**src/rtl/alu8_pkg.sv**
```systemverilog
package alu8_pkg;
  localparam int OPW = 5;
  localparam int SW  = 8;

  typedef enum logic [OPW-1:0] {
    OP_ADD  = 5'd0,  OP_ADC  = 5'd1,  OP_SUB  = 5'd2,  OP_SBC  = 5'd3,
    OP_NEG  = 5'd4,  OP_AND  = 5'd5,  OP_OR   = 5'd6,  OP_XOR  = 5'd7,
    OP_COM  = 5'd8,  OP_INC  = 5'd9,  OP_DEC  = 5'd10, OP_LSL  = 5'd11,
    OP_LSR  = 5'd12, OP_ROL  = 5'd13, OP_ROR  = 5'd14, OP_ASR  = 5'd15,
    OP_SWAP = 5'd16
  } alu_op_e;

  // status bit positions, decoded by the core's branch and flag logic
  localparam int FC = 0;
  localparam int FZ = 1;
  localparam int FN = 2;
  localparam int FV = 3;
  localparam int FS = 4;
  localparam int FH = 5;

  localparam logic [SW-1:0] M_ARITH = SW'(8'h3F);
  localparam logic [SW-1:0] M_LOGIC = SW'(8'h1E);
  localparam logic [SW-1:0] M_SHIFT = SW'(8'h1F);
endpackage

```
**src/rtl/alu8_addsub.sv**
```systemverilog
module alu8_addsub #(
  parameter int DW = 8
) (
  input  logic [DW-1:0] a,
  input  logic [DW-1:0] b,
  input  logic          cin,
  input  logic          sub,
  output logic [DW-1:0] sum,
  output logic          c_out,
  output logic          h_out,
  output logic          v_out
);
  localparam int HB  = DW / 2 - 1;
  localparam int MSB = DW - 1;

  function automatic logic half_add(logic x, logic y, logic r);
    return (x & y) | (y & ~r) | (~r & x);
  endfunction

  function automatic logic half_sub(logic x, logic y, logic r);
    return (~x & y) | (y & r) | (r & ~x);
  endfunction

  function automatic logic ovf_add(logic x, logic y, logic r);
    return (x & y & ~r) | (~x & ~y & r);
  endfunction

  function automatic logic ovf_sub(logic x, logic y, logic r);
    return (x & ~y & ~r) | (~x & y & r);
  endfunction

  logic [DW:0] wide;

  always_comb begin
    if (sub) wide = {1'b0, a} - {1'b0, b} - {{DW{1'b0}}, cin};
    else     wide = {1'b0, a} + {1'b0, b} + {{DW{1'b0}}, cin};
  end

  assign sum   = wide[DW-1:0];
  assign c_out = wide[DW];
  assign h_out = sub ? half_sub(a[HB], b[HB], sum[HB]) : half_add(a[HB], b[HB], sum[HB]);
  assign v_out = sub ? ovf_sub(a[MSB], b[MSB], sum[MSB]) : ovf_add(a[MSB], b[MSB], sum[MSB]);
endmodule

```
**src/rtl/alu8_logic.sv**
```systemverilog
module alu8_logic #(
  parameter int DW = 8
) (
  input  alu8_pkg::alu_op_e op,
  input  logic [DW-1:0]     a,
  input  logic [DW-1:0]     b,
  output logic [DW-1:0]     res,
  output logic              v_out
);
  import alu8_pkg::*;
  localparam int HALF = DW / 2;
  localparam logic [DW-1:0] SMAX = {1'b0, {(DW-1){1'b1}}};
  localparam logic [DW-1:0] SMIN = {1'b1, {(DW-1){1'b0}}};

  always_comb begin
    res   = '0;
    v_out = 1'b0;
    case (op)
      OP_AND:  res = a & b;
      OP_OR:   res = a | b;
      OP_XOR:  res = a ^ b;
      OP_COM:  res = ~a;
      OP_INC: begin
        res   = a + 1'b1;
        v_out = (a == SMAX);
      end
      OP_DEC: begin
        res   = a - 1'b1;
        v_out = (a == SMIN);
      end
      OP_SWAP: res = {a[HALF-1:0], a[DW-1:HALF]};
      default: res = '0;
    endcase
  end
endmodule

```
**src/rtl/alu8_shift.sv**
```systemverilog
module alu8_shift #(
  parameter int DW = 8
) (
  input  alu8_pkg::alu_op_e op,
  input  logic [DW-1:0]     a,
  input  logic              cin,
  output logic [DW-1:0]     res,
  output logic              c_out
);
  import alu8_pkg::*;

  function automatic logic [DW-1:0] move_left(logic [DW-1:0] x, logic fill);
    return {x[DW-2:0], fill};
  endfunction

  function automatic logic [DW-1:0] move_right(logic [DW-1:0] x, logic fill);
    return {fill, x[DW-1:1]};
  endfunction

  logic left;
  assign left = (op == OP_LSL) || (op == OP_ROL);

  always_comb begin
    case (op)
      OP_LSL:  res = move_left(a, 1'b0);
      OP_ROL:  res = move_left(a, cin);
      OP_LSR:  res = move_right(a, 1'b0);
      OP_ROR:  res = move_right(a, cin);
      OP_ASR:  res = move_right(a, a[DW-1]);
      default: res = '0;
    endcase
    c_out = left ? a[DW-1] : a[0];
  end
endmodule

```
**src/rtl/alu8_core.sv**
```systemverilog
module alu8_core #(
  parameter int DW = 8
) (
  input  logic [4:0]    op,
  input  logic [DW-1:0] op_a,
  input  logic [DW-1:0] op_b,
  input  logic          carry_in,
  input  logic [7:0]    status_in,
  output logic [DW-1:0] result,
  output logic [7:0]    status_out,
  output logic [7:0]    flag_we
);
  import alu8_pkg::*;

  alu_op_e opc;
  assign opc = alu_op_e'(op);

  // named selection events, also watched by the checker
  logic sel_arith, sel_logic, sel_shift, sub_mode, neg_mode;
  assign sub_mode  = (opc == OP_SUB) || (opc == OP_SBC) || (opc == OP_NEG);
  assign neg_mode  = (opc == OP_NEG);
  assign sel_arith = (opc == OP_ADD) || (opc == OP_ADC) || sub_mode;
  assign sel_shift = (opc == OP_LSL) || (opc == OP_LSR) || (opc == OP_ROL) ||
                     (opc == OP_ROR) || (opc == OP_ASR);
  assign sel_logic = (opc == OP_AND) || (opc == OP_OR) || (opc == OP_XOR) ||
                     (opc == OP_INC) || (opc == OP_DEC);

  logic [DW-1:0] as_a, as_b, as_res, lg_res, sh_res;
  logic as_cin, as_c, as_h, as_v, lg_v, sh_c;

  assign as_a   = neg_mode ? '0 : op_a;
  assign as_b   = neg_mode ? op_a : op_b;
  assign as_cin = ((opc == OP_ADC) || (opc == OP_SBC)) ? carry_in : 1'b0;

  alu8_addsub #(.DW(DW)) u_addsub (
    .a(as_a), .b(as_b), .cin(as_cin), .sub(sub_mode),
    .sum(as_res), .c_out(as_c), .h_out(as_h), .v_out(as_v)
  );

  alu8_logic #(.DW(DW)) u_logic (
    .op(opc), .a(op_a), .b(op_b), .res(lg_res), .v_out(lg_v)
  );

  alu8_shift #(.DW(DW)) u_shift (
    .op(opc), .a(op_a), .cin(carry_in), .res(sh_res), .c_out(sh_c)
  );

  logic [7:0] new_flags;
  logic       res_zero;
  assign res_zero = (result == '0);

  always_comb begin
    result    = '0;
    flag_we   = '0;
    new_flags = '0;
    if (sel_arith) begin
      result        = as_res;
      flag_we       = M_ARITH;
      new_flags[FC] = as_c;
      new_flags[FH] = as_h;
      new_flags[FV] = as_v;
    end else if (sel_logic) begin
      result        = lg_res;
      flag_we       = M_LOGIC;
      new_flags[FV] = lg_v;
    end else if (opc == OP_COM) begin
      result        = lg_res;
      flag_we       = M_SHIFT;
      new_flags[FC] = 1'b1;
    end else if (sel_shift) begin
      result        = sh_res;
      flag_we       = M_SHIFT;
      new_flags[FC] = sh_c;
      new_flags[FV] = result[DW-1] ^ sh_c;
    end else if (opc == OP_SWAP) begin
      result = lg_res;
    end
    new_flags[FN] = result[DW-1];
    new_flags[FZ] = (opc == OP_SBC) ? (res_zero & status_in[FZ]) : res_zero;
    new_flags[FS] = new_flags[FN] ^ new_flags[FV];
  end

  for (genvar i = 0; i < 8; i++) begin : g_merge
    assign status_out[i] = flag_we[i] ? new_flags[i] : status_in[i];
  end
endmodule


```
**config.mk**
```make
export PLATFORM = sky130hd
export DESIGN_NAME = alu8_core
export DESIGN_NICKNAME = d
export VERILOG_FILES = /design/src/rtl/alu8_pkg.sv /design/src/rtl/alu8_addsub.sv /design/src/rtl/alu8_logic.sv /design/src/rtl/alu8_shift.sv /design/src/rtl/alu8_core.sv
export SDC_FILE = /design/constraint.sdc
export NUM_CORES = 1
export LEC_CHECK = 0
export BUFFER_PORTS_ARGS = -buffer_cell sky130_fd_sc_hd__buf_4
export CORE_ASPECT_RATIO = 1.5
export CORE_MARGIN = 2
export CORE_UTILIZATION = 38
export DETAILED_ROUTE_END_ITERATION = 12
export GPL_ROUTABILITY_DRIVEN = 0
export PLACE_DENSITY = 0.62
export SLEW_MARGIN = 20
export SYNTH_ARGS = -nofsm -noshare
export SYNTH_HDL_FRONTEND = slang
export SYNTH_SLANG_ARGS = --single-unit
```
**constraint.sdc**
```tcl
create_clock -name vclk -period 13.4
set_input_delay 1.34 -clock vclk [all_inputs]
set_output_delay 1.34 -clock vclk [all_outputs]
set_load 0.1 [all_outputs]
```
### After elaboration in Yosys (flattened, before gate mapping)

Index checks and enable logic that the tools add are counted.

* flip-flop bits (word level): 0
* bits of input ports: 30
* word-level logic and storage cells: 109

* add/subtract/negate cells: 6
* eq/ne operators: 18
* muxes and demuxes: 37
* bitwise operators: 32
* reduce and logical (&&, ||, !) cells: 16

Operators by type and width (number)
* $mux 8: 7
* $pmux 8 s7: 1
* $eq 5x4->1 const B: 8
* $pmux 8 s5: 1
* $mux 1: 22
* $eq 5x3->1 const B: 4
* $and 1x1->1: 15
* $mux 5: 3
* $logic_or 1x1->1: 14
* $eq 5x2->1 const B: 2
* $add 8x8->9: 1
* $add 9x1->9: 1
* $mux 9: 1
* $sub 8x8->9: 1
* $sub 9x1->9: 1
* $add 8x1->8 const B: 1
* $and 8x8->8: 1
* $eq 8x7->1 const B: 1
* $eq 8x8->1 const B: 1
* $logic_not 8->1: 1
* $not 8->8: 1
* $or 8x8->8: 1
* $sub 8x1->8 const B: 1
* $xor 8x8->8: 1
* 8 further kinds: 18

### Depth between registers and ports, before layout

Gate-level depths: netlist of run 1.

* depth in word-level cells: 13
* depth in mapped cells: 18
* gate-level depth less buffers: 15

### Cells and area by module

From an unflattened synthesis of run 1, not the netlist that was laid out.

* cells, all modules: 389
* area total of the unflattened synthesis: 2805.2 um^2

Modules (own cells, without submodules)
* alu8_addsub: times used 1, cells an instance 129, area each 970.9 um^2, seq. area each 0.0 um^2
* alu8_logic: times used 1, cells an instance 116, area each 909.6 um^2, seq. area each 0.0 um^2
* alu8_core: times used 1, cells an instance 110, area each 706.9 um^2, seq. area each 0.0 um^2
* alu8_shift: times used 1, cells an instance 34, area each 217.7 um^2, seq. area each 0.0 um^2

### Least setup slack after synthesis of run 1

OpenSTA, ideal clock, no wires.

* path type: input -> output
* start: input port op[2]
* end: output port status_out[1]
* data arrival time: 7242 ps
* path slack: 4818 ps
* stages on the path: 18
* buffers on the path: 3
* cells stage by stage: buf_2 nor3b_1 clkbuf_1 nand2_1 clkbuf_1 nor2_1 a21o_1 inv_1 fa_1 fa_1 nor3b_1 o31a_1 o21ai_0 a21oi_1 nand3b_1 a31oi_1 or4b_1 o31ai_2

* longest elaborated chain between the ends: 13
* elaborated cells between the ends (all ways): 53
* those cells by class: 4 x add/sub; 16 x eq/ne; 17 x mux; 1 x bitwise; 15 x reduce/logical

RTL lines
* start: declaration: line alu8_core.sv:4 `input logic [4:0] op,`
* parallel branches: the longest is 8 deep, another holds $add 8x8->9
* $mux 8 *: line alu8_core.sv:56 `if (sel_arith) begin`
* named net result[6]: line alu8_core.sv:9 `output logic [DW-1:0] result,`
* $logic_not 8->1 *: line alu8_core.sv:50 `assign res_zero = (result == '0);`
* $and 1x1->1: line alu8_core.sv:79 `new_flags[FZ] = (opc == OP_SBC) ? (res_zero & status_in[FZ]) : res_zero;`
* $mux 1 *: line alu8_core.sv:79
* $mux 1 *: line alu8_core.sv:84 `assign status_out[i] = flag_we[i] ? new_flags[i] : status_in[i];`
* end: declaration: line alu8_core.sv:10 `output logic [7:0] status_out,`

Mark *: on every way through the listed nets, which the timed path passes.

### Worst setup path in the final report of run 1

* start: input port op[1]
* end: output port status_out[1]

* longest elaborated chain between the ends: 13
* elaborated cells between the ends (all ways): 53
* those cells by class: 4 x add/sub; 16 x eq/ne; 17 x mux; 1 x bitwise; 15 x reduce/logical

RTL lines (line)
* parallel branches: the longest is 12 deep, another holds $add 8x8->9
* $mux 1 *: alu8_core.sv:84

Every way passes the cells marked *.

==> results of run 1 <==
## cell type report
type / count / area share, %
timing repair buffer: 49 / 13.11
multi-input combinational: 298 / 77.75
inverter: 43 / 5.751
tap: 76 / 3.388
## cells in the mapped netlist, types with 6 or more instances
master    number  share of area [%]
a211oi_1       6                1.8
a21o_1         7                2.1
a21oi_1       28                5.6
a22oi_1        7                2.1
a31oi_1        8                2.0
buf_4          8                2.4
clkbuf_1      11                1.7
ha_1          43                 22
inv_1         42                6.3
nand2_1       37                5.6
nand3_1       11                2.2
nor2_1        23                3.5
nor2b_1        6                1.5
o21ai_0       26                5.2
xnor2_1        9                3.2
xor2_1         7                2.5
## metal layers
| metal | GRT usage (%) | vias to the layer above |
|---|---|---|
| met3 | 1.453 | 22 |
| met4 | 11.09 | 0 |
| met2 | 42.02 | 93 |
| met5 | 0 | - |
| li1 | - | 1346 |
| met1 | 25.37 | 1254 |
## path summary, 6_finish.rpt
kind	slack (ns)	endpoint	start
worst min-delay path	2.68	status_out[7]	status_in[7]
worst max-delay path	6.29	status_out[1]	op[1]
## through the flow
step | power [W] | cells | util, % | instance area [um2]
3_3_place_gp | 0.0001589 | 466 | 43.57 | 2806
3_5_place_dp | 0.0001597 | 466 | 43.57 | 2806
4_1_cts | 0.0001604 | 466 | 43.57 | 2806
2_1_floorplan | 0.0001260 | 368 | - | 2504
6_report | 0.0001606 | 466 | 43.57 | 2806
5_1_grt | 0.0001744 | 466 | 43.57 | 2806
## layout by cell type, fill, tap and decap left out, drive strengths merged, types with 3 or more instances in the layout
master | netlist | final
a211oi | 6 | 6
nor2 | 23 | 23
a21oi | 28 | 28
a21o | 7 | 7
nand2 | 37 | 37
o21ai | 26 | 26
a31oi | 8 | 8
nor4 | 3 | 3
fa | 5 | 5
inv | 42 | 42
or2 | 3 | 3
buf | 16 | 49
xnor2 | 9 | 9
o2111ai | 5 | 5
mux2i | 5 | 5
a22oi | 7 | 7
nor3b | 3 | 3
ha | 43 | 43
nand2b | 3 | 3
nor2b | 7 | 7
nand3 | 11 | 11
xor2 | 7 | 7
nor3 | 5 | 5
o41ai | 3 | 3
o21a | 3 | 3
## logic make-up (layout without fill, tap and decap cells)
kind of cell	after synthesis	count (layout)	synth area share (%)
adder cells (fa/ha/maj)	48	48	25.53
XOR/XNOR	16	16	5.606
AND/OR/NAND/NOR	109	109	21.57
multiplexers	7	7	2.903
other	1	2	0.1500
buffers and inverters	70	92	12.86
AO/OA/AOI/OAI	116	116	31.38
## power breakdown
| group | internal, W | total (W) | switching [W] |
|---|---|---|---|
| combinational | 0.0000490 | 0.000161 | 0.000112 |
| clock | 0 | 0 | 0 |
| sequential | 0 | 0 | 0 |
==> results by group, run 1 <==
Die
  • Height of the die: 103.3 um
  • DIE AREA: 7257 um2
  • Die Wd: 70.23 um
  • Row count: 36
  • Ports: 54
  • Initial Util: 38.81%
  • Core Box Area: 6441 um2

Finish
  • Fillcell total: 691
  • Layout cells sized above 1: 15.38%
  • Antenna cells: 0
  • # clk buffers: 0
  • Multi-input logic area: 2182 um2
  • Sequential Area: 0 um2
  • Area grow syn2layout: 12.26%
  • Seq_cells: 0
  • Fin nets: 470

Detailed routing
  • Antenna-violating nets left: 0
  • Post-route met1 wirelength: 3.179 mm
  • Vias per cell: 5.826
  • Max Used Layer: met4
  • Met2 routed WL: 4.235 mm
  • Final WL: 8.132 mm
  • DR vias: 2715
  • First DRT Iteration DRCs: 168
  • Met3 wire len: 334 um
  • Initial DRT Pass Iterations: 5
  • DRC viols: 0
  • Drt wl/cell: 17.45 um

Synth
  • Sequential fraction of the synthesis area: 0%
  • Number of warnings issued by yosys: 0
  • Count of unique library cells instantiated by Yosys: 61
  • Mapped Cells: 367
  • Synthesized cell area: 2500 um2
  • Mean post-synth cell area: 6.812 um2

Critical path
  • CP required: 12.06 ns
  • Cell Chain, Critical Path: buf_4, nor2_1, nand2_1, nor2_1, a21o_1, inv_1, fa_1, fa_1, nor3b_1, o31a_1, o21ai_0, a21oi_1, nand3b_1, a31oi_1, or4b_1, o31ai_2, buf_4
  • Max incr delay on CP: 0.60 ns
  • CP max-delay cell: or4b_1
  • CP arrival: 5.77 ns
  • Critical Path End Type: output pin
  • Largest delay share family, worst path: simple AND/OR/NAND/NOR gates
  • Setup CP Type: input pin to output pin
  • WP depth: 17
  • Crit start category: input pin
  • Largest fanout on the critical path: 22
  • WP buf/inv: 3

Power
  • Leak: 1.382 nW
  • Worst vdd ir: 0.04500 mV
  • Power Density: 57.24 nW/um2

Hold path
  • Hold WC Path Type: input pin to output pin
  • Hold depth: 0

Clock network
  • CTS resizes: 0
  • Setup bufs post-CTS: 0
  • CTS Hold Buffers Added: 0

Global route
  • Largest net degree at the start of global routing: 23
  • Initial antenna violation count: 0
  • First-pass GRT wire length: 13.32 mm
  • Vias in the first global route: 2721
  • GRT overflow: 0
  • Tot GR Track Use: 22.32%

Place
  • Worst slack at placement: 6.316 ns
  • Port-buffer cells: 48
  • Hpwl dp: 6.669 mm

STA
  • Fin crit share: 53.08%
  • Total negative setup slack: 0 ns
  • RSZ-0062 raised after global routing: no
  • Slew Limit Headroom: 53.03%
  • Fin. Hold Viols: 0
  • Final setup fails: 0
  • Hold Worst Slack: 2.680 ns
  • Final worst slack: 6.288 ns
  • Min Tclk post-route: 7.112 ns
  • FMAX: 140.6 MHz
  • Max-slew violations: 0
  • Worst Tran Pin Value: 0.7031 ns

Outcome
  • Outcome: finished clean

Run
  • Max cap viols: 0
Power figures use the tool's default switching activity.
==> run 2: changes to the inputs <==
Settings changed: PLACE_DENSITY 0.62 to 0.64.
Clock period 13.4 ns to 6.5 ns, I/O delays scaled along.
==> run 2 against run 1 <==
Against the previous run:
- combinational power grew 110%
- critical endpoint unchanged
- utilization increased by 0.49 points
- worst setup slack worse by 5.4 ns
- die area unchanged
- critical path depth did not move
- non-clock buffer count down 1
- critical path type unchanged
- global-route usage is 0.26 points higher
==> results by group, run 2 (synthesis results as in run 1) <==
Outcome
  • Outcome: finished clean

Finish
  • Antenna cells: 0 (unchanged)
  • Seq_cells: 0 (unchanged)
  • Most frequent cells in the layout: buf_4 (48), ha_1 (43), inv_1 (42)
  • # clk buffers: 0 (unchanged)
  • Layout cells sized above 1: 17.22% (+1.8 points)
  • Sequential Area: 0 um2 (unchanged)
  • Util after Layout: 44.06% (+0.49 points)
  • Leading cell type in the layout, fill and taps excluded: buf_4
  • Fin nets: 469 (-0.21%)
  • Area grow syn2layout: 13.51%

Global route
  • Tot GR Track Use: 22.59% (+0.26 points)
  • GRT overflow: 0 (unchanged)
  • Vias in the first global route: 2724 (+0.11%)
  • Largest net degree at the start of global routing: 23 (unchanged)
  • First-pass GRT wire length: 13.49 mm (+1.2%)
  • Initial antenna violation count: 0 (unchanged)

Place
  • Hpwl dp: 6.748 mm (+1.2%)
  • Port-buffer cells: 48 (unchanged)

Hold path
  • Hold depth: 0 (unchanged)
  • Worst Hold End: status_out[6]
  • Hold WC Path Type: input pin to output pin
  • Worst hold start: status_in[6]

Detailed routing
  • Drt wl/cell: 17.68 um (+1.3%)
  • Initial DRT Pass Iterations: 4 (-1)
  • Vias per cell: 5.755 (-1.2%)
  • Final WL: 8.223 mm (+1.1%)
  • First DRT Iteration DRCs: 191 (+14%)
  • Antenna-violating nets left: 0 (unchanged)
  • DRC viols: 0 (unchanged)
  • DR vias: 2676 (-1.4%)

Power
  • Switch Pwr: 0.0002331 W (+110%)
  • Clk pwr share: 0% (unchanged)
  • Combinational power share: 100.0% (about the same)
  • Leak: 1.391 nW (+0.62%)
  • Sequential share of power: 0% (unchanged)
  • Sw Ratio: 69.43% (-0.092 points)
  • Cell internal pwr: 0.0001026 W (+110%)
  • Worst vdd ir: 0.08225 mV (+83%)
  • Power Density: 118.3 nW/um2 (+110%)

Clock network
  • CTS Hold Buffers Added: 0 (unchanged)
  • CTS resizes: 0 (unchanged)
  • Setup bufs post-CTS: 0 (unchanged)

Critical path
  • Max incr delay on CP: 0.62 ns (+0.02 ns)
  • CP arrival: 5.01 ns (-0.76 ns)
  • Crit start category: input pin
  • Cell Chain, Critical Path: buf_4, nor3b_4, nand2_4, nor2_1, a21o_1, inv_1, fa_2, fa_2, nor3b_1, o31a_1, o21ai_0, a21oi_1, nand3b_1, a31oi_2, or4b_1, o31ai_2, buf_4
  • Largest fanout on the critical path: 22 (unchanged)
  • Setup CP Type: input pin to output pin
  • CP max-delay cell: nor3b_4
  • Largest delay share family, worst path: simple AND/OR/NAND/NOR gates
  • WP buf/inv: 3 (unchanged)
  • Critical Path End Type: output pin
  • CP required: 5.85 ns (-6.21 ns)

Die
  • Ports: 54 (unchanged)
  • Core Box Area: 6441 um2 (unchanged)
  • Height of the die: 103.3 um (unchanged)
  • DIE AREA: 7257 um2 (unchanged)
  • Row count: 36 (unchanged)
  • Die Wd: 70.23 um (unchanged)
  • Initial Util: 38.81% (unchanged)

STA
  • Final setup fails: 0 (unchanged)
  • Fin crit share: 87.11%
  • Max-slew violations: 0 (unchanged)
  • Fin. Hold Viols: 0 (unchanged)
  • Hold Worst Slack: 1.300 ns (-1.380 ns)
  • Worst Tran Pin Value: 0.7435 ns (+0.04042 ns)
  • Min Tclk post-route: 5.662 ns
  • Slew Limit Headroom: 50.33% (-2.7 points)
  • FMAX: 176.6 MHz
  • RSZ-0062 raised after global routing: no

Run
  • Max cap viols: 0 (unchanged)
==> run 2: cell types whose count changed in the layout (fill, tap and decap cells not counted), sizes merged <==
| cell | previous run | this run |
|---|---|---|
| buf | 49 | 48 |
==> run 2: layout make-up <==
cell class                 count  area, um2
fill                         708       3603
multi-input combinational    298       2221
timing repair buffer          48      360.3
inverter                      43      161.4
tap                           76      95.09
==> run 2: how the worst max path moves through the flow <==
| stage | from | to | slack, ns | cells after the start |
|---|---|---|---|---|
| 6_report | op[2] | status_out[1] | 0.84 | 17 |
| 5_1_grt | op[2] | status_out[1] | 0.52 | 17 |
| 4_1_cts | op[2] | status_out[1] | 0.88 | 17 |
| 3_5_place_dp | op[2] | status_out[1] | 0.89 | 17 |
| 3_3_place_gp | op[2] | status_out[1] | 0.98 | 17 |
| 2_1_floorplan | op[3] | status_out[1] | -0.13 | 17 |
==> run 2: routing by layer <==
| layer | global-route usage [%] | wire (um) | share of wire, % | vias up |
|---|---|---|---|---|
| li1 | - | - | - | 1342 |
| met1 | 26.18 | 3253 | 40 | 1229 |
| met2 | 41.80 | 4187 | 51 | 73 |
| met3 | 1.647 | 311 | 3.8 | 32 |
| met4 | 11.09 | 470 | 5.7 | 0 |
| met5 | 0 | 0 | 0 | - |
==> run 2: power groups by stage <==
| stage | Clock (W) | Sequential, W | Combinational [W] |
|---|---|---|---|
| 2_1_floorplan | 0 | 0 | 0.000265 |
| 3_3_place_gp | 0 | 0 | 0.000330 |
| 3_5_place_dp | 0 | 0 | 0.000333 |
| 4_1_cts | 0 | 0 | 0.000335 |
| 5_1_grt | 0 | 0 | 0.000364 |
| 6_report | 0 | 0 | 0.000336 |
==> run 2: stage by stage <==
step                 power, W  cells  area [um2]  setup TNS (ns)  worst slack [ns]
finish              0.0003357    465        2838               0            0.8380
floorplan           0.0002646    368        2580         -0.1337           -0.1337
global route        0.0003637    465        2838               0            0.5153
detailed placement  0.0003332    465        2838               0            0.8910
global placement    0.0003299    465        2838               0            0.9838
CTS                 0.0003350    465        2838               0            0.8779
